**src/rtl/fsched_pkg.sv**
```systemverilog
`timescale 1ns/1ps
package fsched_pkg;
    typedef enum logic {
        SCHED_THRUPUT = 1'b0,
        SCHED_FAIR    = 1'b1
    } sched_mode_e;

    localparam int FRAC_BITS = 8;
endpackage

```
**src/rtl/fsched_mode_unit.sv**
```systemverilog
`timescale 1ns/1ps
module fsched_mode_unit
    import fsched_pkg::*;
#(
    parameter int N_THR = 4,
    parameter int SD_W  = 16,
    parameter int WT_W  = 4,
    parameter int AL_W  = 16,
    parameter int TID_W = 2
) (
    input  logic                    clk,
    input  logic                    rst,
    input  logic [N_THR*SD_W-1:0]   slowdown,
    input  logic [N_THR*WT_W-1:0]   weight,
    input  logic [AL_W-1:0]         unfair_limit,
    output sched_mode_e             mode_q,
    output logic [TID_W-1:0]        top_q
);
    localparam int WS_W  = SD_W + WT_W;
    localparam int CMP_W = WS_W + AL_W + FRAC_BITS;

    logic [WS_W-1:0]  wsd [N_THR];
    logic [WS_W-1:0]  ws_max, ws_min;
    logic [TID_W-1:0] top_c;
    logic [CMP_W-1:0] lhs, rhs;
    logic             unfair_c;

    for (genvar t = 0; t < N_THR; t++) begin : g_weigh
        assign wsd[t] = {{WT_W{1'b0}}, slowdown[t*SD_W +: SD_W]}
                      * {{SD_W{1'b0}}, weight[t*WT_W +: WT_W]};
    end

    always_comb begin
        ws_max = wsd[0];
        ws_min = wsd[0];
        top_c  = '0;
        for (int t = 1; t < N_THR; t++) begin
            if (wsd[t] > ws_max) begin
                ws_max = wsd[t];
                top_c  = TID_W'(t);
            end
            if (wsd[t] < ws_min) ws_min = wsd[t];
        end
        lhs      = CMP_W'(ws_max) << FRAC_BITS;
        rhs      = CMP_W'(unfair_limit) * CMP_W'(ws_min);
        unfair_c = lhs > rhs;
    end

    always_ff @(posedge clk) begin
        if (rst) begin
            mode_q <= SCHED_THRUPUT;
            top_q  <= '0;
        end else begin
            mode_q <= unfair_c ? SCHED_FAIR : SCHED_THRUPUT;
            top_q  <= top_c;
        end
    end

    // right after reset the stored mode is throughput
    a_r9_reset_mode: assert property (@(posedge clk)
        rst |=> mode_q == SCHED_THRUPUT);
endmodule

```
**src/rtl/fsched_key_gen.sv**
```systemverilog
`timescale 1ns/1ps
module fsched_key_gen
    import fsched_pkg::*;
#(
    parameter int N_ENT  = 8,
    parameter int N_BANK = 4,
    parameter int ROW_W  = 8,
    parameter int AGE_W  = 8,
    parameter int TID_W  = 2,
    parameter int BANK_W = 2,
    parameter int KEY_W  = AGE_W + 3
) (
    input  logic [N_ENT-1:0]         req_valid,
    input  logic [N_ENT-1:0]         req_ready,
    input  logic [N_ENT*TID_W-1:0]   req_thread,
    input  logic [N_ENT*BANK_W-1:0]  req_bank,
    input  logic [N_ENT*ROW_W-1:0]   req_row,
    input  logic [N_ENT*AGE_W-1:0]   req_age,
    input  logic [N_BANK-1:0]        bank_open,
    input  logic [N_BANK*ROW_W-1:0]  open_row,
    input  sched_mode_e              mode,
    input  logic [TID_W-1:0]         top_tid,
    output logic [N_ENT-1:0]         elig,
    output logic [N_ENT-1:0]         hit,
    output logic [N_ENT-1:0]         own,
    output logic [N_ENT*KEY_W-1:0]   key_flat
);
    for (genvar i = 0; i < N_ENT; i++) begin : g_slot
        logic [BANK_W-1:0] bk;
        assign bk      = req_bank[i*BANK_W +: BANK_W];
        assign elig[i] = req_valid[i] & req_ready[i];
        assign hit[i]  = bank_open[bk] &&
                         (open_row[bk*ROW_W +: ROW_W] == req_row[i*ROW_W +: ROW_W]);
        assign own[i]  = (mode == SCHED_FAIR) &&
                         (req_thread[i*TID_W +: TID_W] == top_tid);
        assign key_flat[i*KEY_W +: KEY_W] =
            {elig[i], own[i], hit[i], req_age[i*AGE_W +: AGE_W]};
    end
endmodule

```
**src/rtl/fsched_pick.sv**
```systemverilog
`timescale 1ns/1ps
module fsched_pick #(
    parameter int N_ENT = 8,
    parameter int KEY_W = 11,
    parameter int IDX_W = 3
) (
    input  logic [N_ENT*KEY_W-1:0] key_flat,
    output logic                   grant_valid,
    output logic [IDX_W-1:0]       grant_idx
);
    logic [KEY_W-1:0] best;

    // strict compare while scanning upward keeps the lowest index on ties
    always_comb begin
        best      = key_flat[KEY_W-1:0];
        grant_idx = '0;
        for (int i = 1; i < N_ENT; i++) begin
            if (key_flat[i*KEY_W +: KEY_W] > best) begin
                best      = key_flat[i*KEY_W +: KEY_W];
                grant_idx = IDX_W'(i);
            end
        end
        grant_valid = best[KEY_W-1];
    end
endmodule

```
**src/rtl/fair_dram_sched.sv**
```systemverilog
`timescale 1ns/1ps
module fair_dram_sched
    import fsched_pkg::*;
#(
    parameter int N_ENT  = 8,
    parameter int N_THR  = 4,
    parameter int N_BANK = 4,
    parameter int ROW_W  = 8,
    parameter int AGE_W  = 8,
    parameter int SD_W   = 16,
    parameter int WT_W   = 4,
    parameter int AL_W   = 16,
    localparam int TID_W  = $clog2(N_THR),
    localparam int BANK_W = $clog2(N_BANK),
    localparam int IDX_W  = $clog2(N_ENT)
) (
    input  logic                     clk,
    input  logic                     rst,
    input  logic [N_ENT-1:0]         req_valid,
    input  logic [N_ENT-1:0]         req_ready,
    input  logic [N_ENT*TID_W-1:0]   req_thread,
    input  logic [N_ENT*BANK_W-1:0]  req_bank,
    input  logic [N_ENT*ROW_W-1:0]   req_row,
    input  logic [N_ENT*AGE_W-1:0]   req_age,
    input  logic [N_BANK-1:0]        bank_open,
    input  logic [N_BANK*ROW_W-1:0]  open_row,
    input  logic [N_THR*SD_W-1:0]    slowdown,
    input  logic [N_THR*WT_W-1:0]    weight,
    input  logic [AL_W-1:0]          unfair_limit,
    output logic                     grant_valid,
    output logic [IDX_W-1:0]         grant_idx,
    output logic                     fair_mode
);
    localparam int KEY_W = AGE_W + 3;

    sched_mode_e            mode_q;
    logic [TID_W-1:0]       top_q;
    logic [N_ENT-1:0]       elig, hit, own;
    logic [N_ENT*KEY_W-1:0] key_flat;

    fsched_mode_unit #(
        .N_THR(N_THR), .SD_W(SD_W), .WT_W(WT_W), .AL_W(AL_W), .TID_W(TID_W)
    ) i_mode (
        .clk(clk), .rst(rst), .slowdown(slowdown), .weight(weight),
        .unfair_limit(unfair_limit), .mode_q(mode_q), .top_q(top_q)
    );

    fsched_key_gen #(
        .N_ENT(N_ENT), .N_BANK(N_BANK), .ROW_W(ROW_W), .AGE_W(AGE_W),
        .TID_W(TID_W), .BANK_W(BANK_W), .KEY_W(KEY_W)
    ) i_keys (
        .req_valid(req_valid), .req_ready(req_ready), .req_thread(req_thread),
        .req_bank(req_bank), .req_row(req_row), .req_age(req_age),
        .bank_open(bank_open), .open_row(open_row), .mode(mode_q),
        .top_tid(top_q), .elig(elig), .hit(hit), .own(own), .key_flat(key_flat)
    );

    fsched_pick #(
        .N_ENT(N_ENT), .KEY_W(KEY_W), .IDX_W(IDX_W)
    ) i_pick (
        .key_flat(key_flat), .grant_valid(grant_valid), .grant_idx(grant_idx)
    );

    assign fair_mode = (mode_q == SCHED_FAIR);

    // only a valid and ready slot is granted
    a_r1_grant_eligible: assert property (@(posedge clk) disable iff (rst)
        grant_valid |-> (req_valid[grant_idx] && req_ready[grant_idx]));

    // no eligible slot, no grant
    a_r2_idle_quiet: assert property (@(posedge clk) disable iff (rst)
        (~|(req_valid & req_ready)) |-> !grant_valid);

    // throughput mode never passes over an eligible hit
    a_r3_hit_first: assert property (@(posedge clk) disable iff (rst)
        (!fair_mode && |(elig & hit)) |-> hit[grant_idx]);

    // fairness mode never passes over the slowed thread
    a_r6_slowed_first: assert property (@(posedge clk) disable iff (rst)
        (fair_mode && |(elig & own)) |-> own[grant_idx]);
endmodule

```
**config.mk**
```make
export PLATFORM = sky130hd
export DESIGN_NAME = fair_dram_sched
export DESIGN_NICKNAME = d
export VERILOG_FILES = /design/src/rtl/fsched_pkg.sv /design/src/rtl/fsched_mode_unit.sv /design/src/rtl/fsched_key_gen.sv /design/src/rtl/fsched_pick.sv /design/src/rtl/fair_dram_sched.sv
export SDC_FILE = /design/constraint.sdc
export NUM_CORES = 2
export LEC_CHECK = 0
export CORE_MARGIN = 4
export CORE_UTILIZATION = 65
export DETAILED_ROUTE_END_ITERATION = 10
export HOLD_SLACK_MARGIN = 0.03
export PLACE_DENSITY = 0.9
export REMOVE_ABC_BUFFERS = 1
export SLEW_MARGIN = 20
export SYNTH_ARGS = -nofsm -noshare
export SYNTH_HDL_FRONTEND = slang
export SYNTH_SLANG_ARGS = --single-unit
```
**constraint.sdc**
```tcl
create_clock -name clk -period 36.8 [get_ports clk]
set_input_delay 3.68 -clock clk [delete_from_list [all_inputs] [get_ports clk]]
set_output_delay 3.68 -clock clk [all_outputs]
set_load 0.02 [all_outputs]
```
==> qor.yml <==
logic_synthesis:
  yosys_warnings: 0
  synth-seq-area-share_pct: 0.216
  netlist_instances: 3291
  synth-async-reset-ratio_pct: 0
  synthesis.area_um2: 27900
  synth_cell_types: 85
  synth-edff-count: 0
  ys_ff_latch: 3
  ys.flop_type: "dfxtp_1"
  avgSynthCellArea_um2: 8.46
sta:
  hold_viol_final: 0
  period_needed_ns: 26.89
  tightest_slew_ns: 1.06
  slew_violations: 0
  grt_setup_unrepaired: "no"
  tns_ns: 0
  slew_headroom_pct: 29.0
  whs_ns: 4.30
  finalSetupViolCount: 0
  timing.fmax_mhz: 37.2
  min_period_over_period_pct: 73.1
place:
  port_buffers: 314
  placedInstanceArea_um2: 31200
  gp_congestion: 1.03
  post-dp-hpwl_um: 67100
final_layout:
  area_growth_pct: 12.4
  fin_nets: 4575
  num-fill-cells: 3139
  fin_util_pct: 74.3
  fin_area_um2: 31300
  final-seq-area_um2: 60.1
  layout-drive-gt1-share_pct: 4.76
  multiInputGateArea_um2: 25100
route:
  routedWlPerCell_um: 19.6
  via_per_inst: 6.01
  drc: 0
  ant_nets: 0
  dr_total_vias: 24300
  wirelength_um: 79500
  dr.first_iter.drc_count: 1853
  first_pass_iters: 9
flow_run:
  max_cap_viol_count: 0
global_routing:
  grt-busiest-layer: "met2"
  grt_usage_pct: 33.9
  grt_max_degree: 29
  grt_util_met3_pct: 4.25
  met2_usage_pct: 58.8
  overflow: 0
  grt_use_met1_pct: 41.8
  grt_pass1_wl_um: 128000
  antenna_found_initial: 4
  grt_pass1_vias: 25100
cts:
  cts_sinks: 3
  cts_buffers: 3
  cts_root_buf: "clkbuf_16"
  hold_buffers: 0
  cts_tree: "done"
  clk_pin_slew_ns: 0.03
  post-cts-setup-buffers: 0
  clock_path_buffers: 2
  ctsResizeCount: 0
  cts_max_level: 1
status:
  status: "finished clean"
setup_path:
  max_stage_delay_ns: 0.89
  critPathMaxFanout: 28
  cp-end-kind: "output pin"
  worstPathRequired_ns: 33.12
  crit_type: "input port to output pin"
  cpMostUsedCell: "o21a_1"
  arrival_ns: 23.21
  startpoint_type: "input port"
  slowest_stage: "clkdlybuf4s50_1"
floorplan:
  dieHeight_um: 215
  rows: 75
  io_pins: 315
  fp.coreArea_um2: 42100
  die_w_um: 215
  die-area_um2: 46200
  initial_core_util_pct: 66.1
worst_hold_path:
  hold_path.class: "input port to flop"
[metal layers]
| metal | share of wire, % | up-vias |
|---|---|---|
| li1 | - | 11300 |
| met1 | 39 | 11900 |
| met2 | 49 | 991 |
| met3 | 6.7 | 217 |
| met4 | 5.8 | 0 |
| met5 | 0 | - |
[stage by stage]
| step | setup WS [ns] | cells |
|---|---|---|
| floorplan | 13.78 | 3178 |
| global placement | 10.45 | 4040 |
| detailed placement | 10.22 | 4040 |
| CTS | 10.17 | 4044 |
| global route | 8.22 | 4048 |
| finish | 9.91 | 4048 |
[Yosys cell counts, types with 63 or more instances]
cell,number,area share [%]
mux2i_1,63,2.3
ha_1,397,18
nor2_1,68,0.92
clkbuf_1,77,1.0
o21ai_0,92,1.7
inv_1,585,7.9
nand2_1,402,5.4
a21oi_1,116,2.1
and2_1,263,5.9
xor2_1,87,2.7
a21o_1,78,2.1
fa_1,362,26
mux4_2,72,5.8
xnor2_1,75,2.4
[registers in the layout, summed over array words and instances, names as in the netlist]
signal	count
i_mode.top_q	2
i_mode.mode_q	1
[layout make-up]
class,count,share of cell area (%)
Multi-Input combinational cell,2590,80.1
Clock buffer,4,0.252
Timing Repair Buffer,323,10.3
Antenna cell,4,0.0320
Sequential cell,3,0.192
Tap cell,539,2.15
Inverter,585,7.02
[cell families after synthesis]
family / count (synthesis) / synth area share [%]
and+or+nand+nor: 997 / 18.1
DFF: 3 / 0.216
buffers and inverters: 698 / 9.96
muxes: 194 / 11.4
AOI/OAI and AO/OA: 476 / 11.3
adders and majority gates: 760 / 43.9
xor gates and xnor gates: 163 / 5.17
[worst paths after layout]
kind,start,to,cells after the start
worst max-delay path,req_bank[0],grant_idx[2],87
worst min-delay path,rst,i_mode.top_q[1]$_SDFF_PP0_,2
[worst max-delay path, delay by kind of cell]
| family | cells | cell delay [ns] |
|---|---|---|
| buffers and inverters | 4 | 1.80 |
| muxes | 2 | 0.99 |
| xor gates and xnor gates | 1 | 0.16 |
| and+or+nand+nor | 22 | 4.50 |
| AOI/OAI and AO/OA | 51 | 10.14 |
| adders and majority gates | 7 | 1.89 |
[cell usage in the layout, fill, tap and decap left out, types with 27 or more instances in the layout]
cell / n
o21a_1: 59
nand4_1: 37
nand2_1: 402
xnor2_1: 75
nor2_1: 68
xor2_1: 87
a21oi_1: 116
clkdlybuf4s50_1: 314
ha_1: 397
fa_1: 362
and2_1: 263
mux2_2: 27
inv_1: 585
nand2b_1: 44
nor2b_1: 46
nand3_1: 35
mux2i_1: 63
mux4_2: 72
a21o_1: 78
o21ai_0: 92
Power is not shown: default switching activity piles up to over one toggle a cycle in this logic, so the estimate is an artifact.
